[src/rtl/frame_ref_pkg.sv]
package frame_ref_pkg;

    typedef enum logic [1:0] {
        LM_OC1  = 2'd0,
        LM_DS3  = 2'd1,
        LM_E3   = 2'd2,
        LM_NONE = 2'd3
    } line_mode_e;

    typedef enum logic [2:0] {
        GS_OC1  = 3'd0,
        GS_DS3  = 3'd1,
        GS_E3   = 3'd2,
        GS_PORT = 3'd3,
        GS_R4   = 3'd4,
        GS_R5   = 3'd5,
        GS_R6   = 3'd6,
        GS_R7   = 3'd7
    } glb_src_e;

    typedef enum logic [1:0] {
        PS_RXREF = 2'd0,
        PS_TXCLK = 2'd1,
        PS_RXCLK = 2'd2,
        PS_OFF   = 2'd3
    } port_src_e;

    typedef struct packed {
        logic     ext;
        glb_src_e sel;
    } glb_cfg_t;

    typedef struct packed {
        port_src_e  sel;
        line_mode_e mode;
    } port_cfg_t;

    // Modulus for a line mode; zero disables the divider.
    function automatic int unsigned mode_modulus(line_mode_e m, int unsigned d_oc1,
                                                 int unsigned d_ds3, int unsigned d_e3);
        case (m)
            LM_OC1:  return d_oc1;
            LM_DS3:  return d_ds3;
            LM_E3:   return d_e3;
            default: return 0;
        endcase
    endfunction

    function automatic int unsigned max3(int unsigned a, int unsigned b, int unsigned c);
        int unsigned m;
        m = (a > b) ? a : b;
        return (m > c) ? m : c;
    endfunction

endpackage

[src/rtl/ref_divider.sv]
module ref_divider #(
    parameter int W = 13
) (
    input  logic         clk,
    input  logic         rst,
    input  logic         restart,
    input  logic         en,
    input  logic [W-1:0] modulus,
    output logic         strobe
);
    logic [W-1:0] cnt;
    logic         active;
    logic         last;

    assign active = (modulus != '0);
    assign last   = (cnt >= modulus - 1'b1);

    always_ff @(posedge clk) begin
        if (rst || restart) begin
            cnt    <= '0;
            strobe <= 1'b0;
        end else begin
            strobe <= en && active && last;
            if (en && active)
                cnt <= last ? '0 : cnt + 1'b1;
        end
    end

    // count never reaches the modulus while it is stable
    a_r1_cnt_bound: assert property (@(posedge clk) disable iff (rst)
        (active && !restart) |-> (cnt < modulus));
    // a strobe is always caused by an enable one cycle earlier
    a_r1_strobe_needs_en: assert property (@(posedge clk) disable iff (rst)
        strobe |-> $past(en));
    // a restart leaves the divider quiet and empty
    a_r8_restart_clears: assert property (@(posedge clk) disable iff (rst)
        restart |=> (!strobe && cnt == '0));

endmodule

[src/rtl/ext_edge_sync.sv]
module ext_edge_sync (
    input  logic clk,
    input  logic rst,
    input  logic level_in,
    output logic strobe
);
    logic s1, s2, s3;

    always_ff @(posedge clk) begin
        if (rst) begin
            s1 <= 1'b0;
            s2 <= 1'b0;
            s3 <= 1'b0;
        end else begin
            s1 <= level_in;
            s2 <= s1;
            s3 <= s2;
        end
    end

    assign strobe = s2 && !s3;

    // one strobe per rising edge, never two cycles in a row
    a_r4_single_pulse: assert property (@(posedge clk) disable iff (rst)
        strobe |=> !strobe);

endmodule

[src/rtl/frame_ref_gen.sv]
module frame_ref_gen
    import frame_ref_pkg::*;
#(
    parameter int unsigned CC52_DIV = 6480,
    parameter int unsigned DS3_DIV  = 5592,
    parameter int unsigned E3_DIV   = 4296,
    parameter int unsigned SEC_DIV  = 8000
) (
    input  logic       clk,
    input  logic       rst,
    input  logic       src_oc1_en,
    input  logic       src_ds3_en,
    input  logic       src_e3_en,
    input  logic       tx_clk_en,
    input  logic       rx_clk_en,
    input  logic       rx_frame_ref,
    input  logic       ext_ref_in,
    input  logic       cfg_glb_ext,
    input  logic [2:0] cfg_glb_sel,
    input  logic [1:0] cfg_port_sel,
    input  logic [1:0] cfg_port_mode,
    input  logic       cfg_tx_sel,
    output logic       glb_ref,
    output logic       port_ref,
    output logic       tx_ref,
    output logic       sec_tick
);
    localparam int unsigned MOD_MAX = max3(CC52_DIV, DS3_DIV, E3_DIV);
    localparam int MOD_W = $clog2(MOD_MAX + 1);
    localparam int SEC_W = $clog2(SEC_DIV + 1);

    glb_cfg_t  gcfg, gcfg_q;
    port_cfg_t pcfg, pcfg_q;
    logic      glb_restart, port_restart;

    assign gcfg = '{ext: cfg_glb_ext, sel: glb_src_e'(cfg_glb_sel)};
    assign pcfg = '{sel: port_src_e'(cfg_port_sel), mode: line_mode_e'(cfg_port_mode)};

    always_ff @(posedge clk) begin
        gcfg_q <= gcfg;
        pcfg_q <= pcfg;
    end

    assign glb_restart  = (gcfg != gcfg_q);
    assign port_restart = (pcfg != pcfg_q);

    // Global divider source and modulus
    logic             g_en;
    logic [MOD_W-1:0] g_mod;
    logic             g_div;

    always_comb begin
        g_en  = 1'b0;
        g_mod = '0;
        case (gcfg.sel)
            GS_OC1: begin g_en = src_oc1_en; g_mod = MOD_W'(CC52_DIV); end
            GS_DS3: begin g_en = src_ds3_en; g_mod = MOD_W'(DS3_DIV);  end
            GS_E3:  begin g_en = src_e3_en;  g_mod = MOD_W'(E3_DIV);   end
            default: ;
        endcase
    end

    ref_divider #(.W(MOD_W)) u_glb_div (
        .clk(clk), .rst(rst), .restart(glb_restart),
        .en(g_en), .modulus(g_mod), .strobe(g_div)
    );

    // Port divider source and modulus
    logic             p_en;
    logic [MOD_W-1:0] p_mod;
    logic             p_div;

    always_comb begin
        case (pcfg.sel)
            PS_TXCLK: p_en = tx_clk_en;
            PS_RXCLK: p_en = rx_clk_en;
            default:  p_en = 1'b0;
        endcase
        p_mod = MOD_W'(mode_modulus(pcfg.mode, CC52_DIV, DS3_DIV, E3_DIV));
    end

    ref_divider #(.W(MOD_W)) u_port_div (
        .clk(clk), .rst(rst), .restart(port_restart),
        .en(p_en), .modulus(p_mod), .strobe(p_div)
    );

    // Receive-path reference, retimed once
    logic rx_ref_q;
    always_ff @(posedge clk) begin
        if (rst) rx_ref_q <= 1'b0;
        else     rx_ref_q <= rx_frame_ref;
    end

    logic ext_strobe;
    ext_edge_sync u_ext (
        .clk(clk), .rst(rst), .level_in(ext_ref_in), .strobe(ext_strobe)
    );

    always_comb begin
        case (pcfg.sel)
            PS_RXREF:          port_ref = rx_ref_q;
            PS_TXCLK, PS_RXCLK: port_ref = p_div;
            default:           port_ref = 1'b0;
        endcase
    end

    always_comb begin
        if (gcfg.ext) begin
            glb_ref = ext_strobe;
        end else begin
            case (gcfg.sel)
                GS_OC1, GS_DS3, GS_E3: glb_ref = g_div;
                GS_PORT:               glb_ref = port_ref;
                default:               glb_ref = 1'b0;
            endcase
        end
    end

    assign tx_ref = cfg_tx_sel ? port_ref : glb_ref;

    ref_divider #(.W(SEC_W)) u_sec_div (
        .clk(clk), .rst(rst), .restart(glb_restart),
        .en(glb_ref), .modulus(SEC_W'(SEC_DIV)), .strobe(sec_tick)
    );

    // the second strobe only follows a global strobe
    a_r7_sec_after_glb: assert property (@(posedge clk) disable iff (rst)
        sec_tick |-> $past(glb_ref));

endmodule

[config.mk]
export PLATFORM = sky130hd
export DESIGN_NAME = frame_ref_gen
export DESIGN_NICKNAME = d
export VERILOG_FILES = /design/src/rtl/frame_ref_pkg.sv /design/src/rtl/ref_divider.sv /design/src/rtl/ext_edge_sync.sv /design/src/rtl/frame_ref_gen.sv
export SDC_FILE = /design/constraint.sdc
export NUM_CORES = 1
export LEC_CHECK = 0
export BUFFER_PORTS_ARGS = -buffer_cell sky130_fd_sc_hd__buf_2
export CORE_UTILIZATION = 40
export CTS_CLUSTER_SIZE = 10
export DETAILED_ROUTE_END_ITERATION = 8
export GPL_TIMING_DRIVEN = 0
export PLACE_DENSITY = 0.63
export SLEW_MARGIN = 20
export SYNTH_ARGS = -nofsm -noshare
export SYNTH_HDL_FRONTEND = slang
export SYNTH_SLANG_ARGS = --single-unit
[constraint.sdc]
create_clock -name clk -period 3.1 [get_ports clk]
set_input_delay 0.62 -clock clk [delete_from_list [all_inputs] [get_ports clk]]
set_output_delay 0.62 -clock clk [all_outputs]
set_load 0.02 [all_outputs]
Word-level counts from Yosys, hierarchy flattened

Index checks and enable logic that the tools add are counted.

Flip-flop bits (word level): 54
Bits of input ports: 18
Output and inout bits: 4
Logic and storage cells: 58

Add/sub/neg operators: 5
$lt $le $gt $ge: 3
Eq/ne operators: 9
Multiplexer cells: 11
Reductions and logical operators: 16

Operators by type and width:

| kind                  | number |
|---|---|
| $pmux 13 s3           | 2 |
| $add 13x1->13 const B | 3 |
| $mux 13               | 3 |
| $ge 13x13->1          | 2 |
| $reduce_bool 13->1    | 2 |
| $sub 13x1->13 const B | 2 |
| $ge 13x13->1 const B  | 1 |
| $ne 4x4->1            | 2 |
| $eq 3x2->1 const B    | 2 |
| $logic_and 1x1->1     | 6 |
| $pmux 1 s2            | 3 |
| $eq 2x1->1 const B    | 2 |
| $eq 2x2->1 const B    | 2 |
| $logic_not 2->1       | 2 |
| $eq 3x1->1 const B    | 1 |
| $logic_not 3->1       | 1 |
| $pmux 1 s3            | 1 |
| $reduce_or 3->1       | 1 |
| $logic_or 1x1->1      | 2 |
| $mux 1                | 2 |
| $reduce_or 2->1       | 1 |
| $logic_not 1->1       | 1 |

Depth between registers and ports, before layout

Depth after elaboration: 6
Mapped depth: 11
Gate-level depth less buffers: 8

Cells and area by module

Synthesis repeated with hierarchy kept, for this count alone.

Cells, all modules: 488
Area total of the unflattened synthesis: 4297.9 µm²

Modules (own cells, without submodules):

| module                       | times used | cells an instance | area each (µm²) | sequential area each (µm²) |
|---|---|---|---|---|
| ref_divider (u_port_div ...) | 2          | 140               | 1237.4          | 280.3 |
| ref_divider (u_glb_div)      | 1          | 142               | 1159.9          | 280.3 |
| frame_ref_gen                | 1          | 59                | 575.6           | 180.2 |
| ext_edge_sync                | 1          | 7                 | 87.6            | 60.1 |

Worst setup path before layout

Ideal clock, no wire load.

Path kind: in2out
From: input port cfg_port_sel[0]
To: output port tx_ref
Arrival: 2.202 ns
Required time: 2.480 ns
Path slack: 0.278 ns
Stages: 8
Buffers on the path: 1
Path through: inv_1 -> ha_1 -> a22oi_1 -> or4b_4 -> and2_1 -> buf_6 -> inv_2 -> mux2_2

Cells in the longest elaborated chain, start to end: 6
Elaborated cells on any way between the ends: 8

RTL lines:

| item                                     | line                 | source |
|---|---|---|
| start: declaration                       | frame_ref_gen.sv:20  | `input logic [1:0] cfg_port_sel,` |
| $eq 2x1->1 or $eq 2x2->1 (tied branches) | frame_ref_gen.sv:100 | `case (pcfg.sel)` |
| $reduce_or 2->1                          | frame_ref_gen.sv:100 |  |
| $pmux 1 s2 *                             | frame_ref_gen.sv:100 |  |
| $pmux 1 s2 *                             | frame_ref_gen.sv:111 | `case (gcfg.sel)` |
| $mux 1 *                                 | frame_ref_gen.sv:108 | `if (gcfg.ext) begin` |
| net glb_ref                              | frame_ref_gen.sv:23  | `output logic glb_ref,` |
| $mux 1 *                                 | frame_ref_gen.sv:119 | `assign tx_ref = cfg_tx_sel ? port_ref : glb_ref;` |
| end: declaration                         | frame_ref_gen.sv:25  | `output logic tx_ref,` |

Mark *: on every way through the listed nets, which the timed path passes. The rest lies on a longest branch.

Worst setup path after layout

From: input port cfg_port_sel[1]
To: output port tx_ref

Cells in the longest elaborated chain, start to end: 6
Elaborated cells on any way between the ends: 8

RTL lines:

| item                                     | line |
|---|---|
| $eq 2x1->1 or $eq 2x2->1 (tied branches) | frame_ref_gen.sv:100 |
| $reduce_or 2->1                          | frame_ref_gen.sv:100 |
| $pmux 1 s2 *                             | frame_ref_gen.sv:100 |
| $pmux 1 s2                               | frame_ref_gen.sv:111 |
| $mux 1                                   | frame_ref_gen.sv:108 |
| $mux 1 *                                 | frame_ref_gen.sv:119 |

Mark *: on every way between the ends. The rest lies on a longest branch, timed or not.

==> flow_summary.ini <==
[yosys]
async_flop_share_pct = 0
yosys_register_bits = 54
synth_area_per_cell_um2 = 8.712
seq_area_frac_synth_pct = 35.66
synth_edf_count = 0
synth_area_um2 = 3032
yosysWarnings = 0
synth_ff_type = dfxtp_1
synth_cell_types = 52
synthCells = 348

[grt]
antenna_found_initial = 0
grt.total_usage_pct = 17.44
grt_pass1_vias = 2339
grt_remaining_overflow = 0
grt_pass1_wl_um = 10830
grt_max_degree = 18

[setup_path]
critPathKind = in -> out
rr_worst_depth = 7
critPathBufInv = 5
start_kind = input port
worst_path_max_delay_cell = or4b_4
required_ns = 2.48
critical_path.max_stage_delay_ns = 0.50
crit_family = simple AND/OR/NAND/NOR gates
cp_data_arrival_time_ns = 2.38
r2r_start = u_port_div.cnt[1]
rrSetupSlack_ns = 0.76
worst_r2r_endpoint = u_port_div.cnt[5]
startpoint = cfg_port_sel[1]
critPathMaxFanout = 9
cp-end-kind = output pin
worstPathCellList = buf_2 > inv_1 > ha_4 > a22oi_2 > or4b_4 > and2_1 > buf_6 > inv_6 > mux2_2 > buf_4

[sta]
fin_crit_ns = 2.999
max_clock_freq_mhz = 333.5
final-setup-viol-count = 0
maxSlewHeadroom_pct = 65.84
fin_worst_skew_ns = 0.009451
min_period_over_period_pct = 96.74
rsz0062_at_grt = no
worst_slack_ns = 0.1011
finalMaxSlewViolations = 0
tightestPinTransition_ns = 0.5124
finalHoldViolations = 0

[clock_tree]
htreeDepth = 2
cts_root_buf = clkbuf_8
cts_hold_buf = 0
cts_sinks = 54
worstSkewPairLatency_ns = 0.31
tritoncts = built
clock_path_buffers = 2
cts_setup_buffers = 0
cts_buffers = 5
path_clk_slew_ns = 0.09

[route]
routed_wl_um = 6348
drtAntennaViolNets = 0
wl_per_cell_um = 13.31
vias = 2553
drt_iter0_markers = 110
vias_per_cell = 5.352
drc = 0
first_pass_iters = 4

[pwr]
power.leakage_nw = 1.197
p_per_area_nw_per_um2 = 378.7
ir_drop_uv = 248.3

[placed_design]
post-place-ws_ns = -0.1509
placed_area_um2 = 3264
place.gp.congestion = 0.8056
hpwl_um = 4701
port_buffers = 21
post-place-cells = 469

[finish]
instances_no_fill = 477
n_antenna_cell = 0
final_nets = 423
area_growth_pct = 12.26
fillCellCount = 750
fin_util_pct = 46.67
stdcell_area_um2 = 3403
drive_above_1_share_pct = 11.38

[min_path]
worstHoldStart = cfg_glb_sel[0]
hold_depth = 1
hold_class = in -> reg
holdPathEnd = gcfg_q[0]

[floorplanning]
rows = 31
die_width_um = 89.06
die_y_um = 89.06
coreArea_um2 = 7292
start_util_pct = 41.58
die-area_um2 = 7932
design.portCount = 22

[run]
cap_violations = 0

[outcome]
status = completed
-- cell usage in the layout, fill, tap and decap left out, types with 3 or more instances in the layout --
cell type and count:
a211oi_1 3, nor3_1 30, a31oi_1 6, ha_1 27, inv_1 13, nor2b_1 11
o21ai_0 3, and2_1 3, nand3_1 17, nor2_1 14, nor4_1 6, a21oi_1 22
buf_4 3, nand4_1 11, or3_1 4, buf_2 20, nand2_1 28, xnor2_1 24
dfxtp_1 54, and4_1 3, xor2_1 5, a21o_1 4, and3_1 3, nor4b_1 3
or4_1 5, o32ai_1 3, clkbuf_1 9, clkbuf_8 5
-- logic make-up after synthesis --
family                     count (synthesis)  synth area share, %
buffers and inverters                     29                4.333
adders and majority gates                 28                11.56
DFF                                       54                35.66
muxes                                      3                1.032
xor gates and xnor gates                  29                8.378
other                                      1               0.1237
and+or+nand+nor                          149                27.03
AOI/OAI and AO/OA                         55                11.89
-- cells in the mapped netlist (all sizes together) (6+ instances only) --
| cell type | n | area (µm²) |
|---|---|---|
| a21oi | 22 | 110.1 |
| a31oi | 6 | 37.54 |
| clkbuf | 10 | 37.54 |
| dfxtp | 54 | 1081 |
| ha | 28 | 350.3 |
| inv | 14 | 52.55 |
| nand2 | 28 | 105.1 |
| nand3 | 17 | 85.08 |
| nand4 | 11 | 68.82 |
| nor2 | 15 | 63.81 |
| nor2b | 11 | 68.82 |
| nor3 | 30 | 150.1 |
| nor4 | 6 | 37.54 |
| xnor2 | 24 | 210.2 |
-- registers in the layout, summed over array words and instances (netlist names) --
signal and flops:
u_glb_div.cnt 13, gcfg_q 4, u_glb_div.strobe 1, u_sec_div.strobe 1
u_sec_div.cnt 13, u_port_div.strobe 1, rx_ref_q 1, u_ext.s2 1
u_ext.s1 1, u_port_div.cnt 13, pcfg_q 4, u_ext.s3 1
-- where the power goes --
part / internal, W / leakage [nW] / switching, W / total, W
registers: 0.000701 / 0.439 / 0.00000327 / 0.000704
logic: 0.0000426 / 0.700 / 0.0000585 / 0.000101
clock network: 0.000242 / 0.0585 / 0.000241 / 0.000483
total: 0.000986 / 1.20 / 0.000303 / 0.00129
-- worst max path at each step --
stage                       end  slack [ns]  cells past startpoint
2_1_floorplan            tx_ref        0.28                      8
3_3_place_gp   u_glb_div.cnt[5]       -0.15                     12
3_5_place_dp   u_glb_div.cnt[6]       -0.15                     12
4_1_cts                  tx_ref       0.003                     10
5_1_grt                  tx_ref       0.008                     10
6_report                 tx_ref        0.10                     10
-- through the flow --
stage	hold WS, ns	total power [W]	TNS, ns
after global routing	0.4083	0.001345	0
final	0.4266	0.001289	0
after floorplan	0.4138	0.0007848	0
after detailed placement	0.4402	0.0008192	-1.497
after global placement	0.4248	0.0008164	-1.515
after CTS	0.4144	0.001302	0
-- routing by layer --
metal	track usage (%)	part of all wire, %	vias to the layer above
met5	0	0	-
met4	4.906	0.50	0
met3	3.139	3.2	2
met2	28.39	46	41
met1	23.80	50	1194
li1	-	-	1316
-- cell type report --
type                            instances  area [µm²]  area share [%]
Multi-Input combinational cell        266        1841           54.08
Clock buffer                            5       68.82           2.022
Timing Repair Buffer                   21       107.6           3.162
Clock inverter                          3       43.79           1.287
Sequential cell                        54        1081           31.76
Buffer                                 15       80.08           2.353
Tap cell                               99       123.9           3.640
Inverter                               14       57.56           1.691
-- timing repair --
action | 4_1_cts | 5_1_grt
gates resized for setup | 2 | 5
pin swaps | 0 | 1
setup endpoints to repair | 1 | 11
Note: power is estimated with default switching activity, not from simulation.
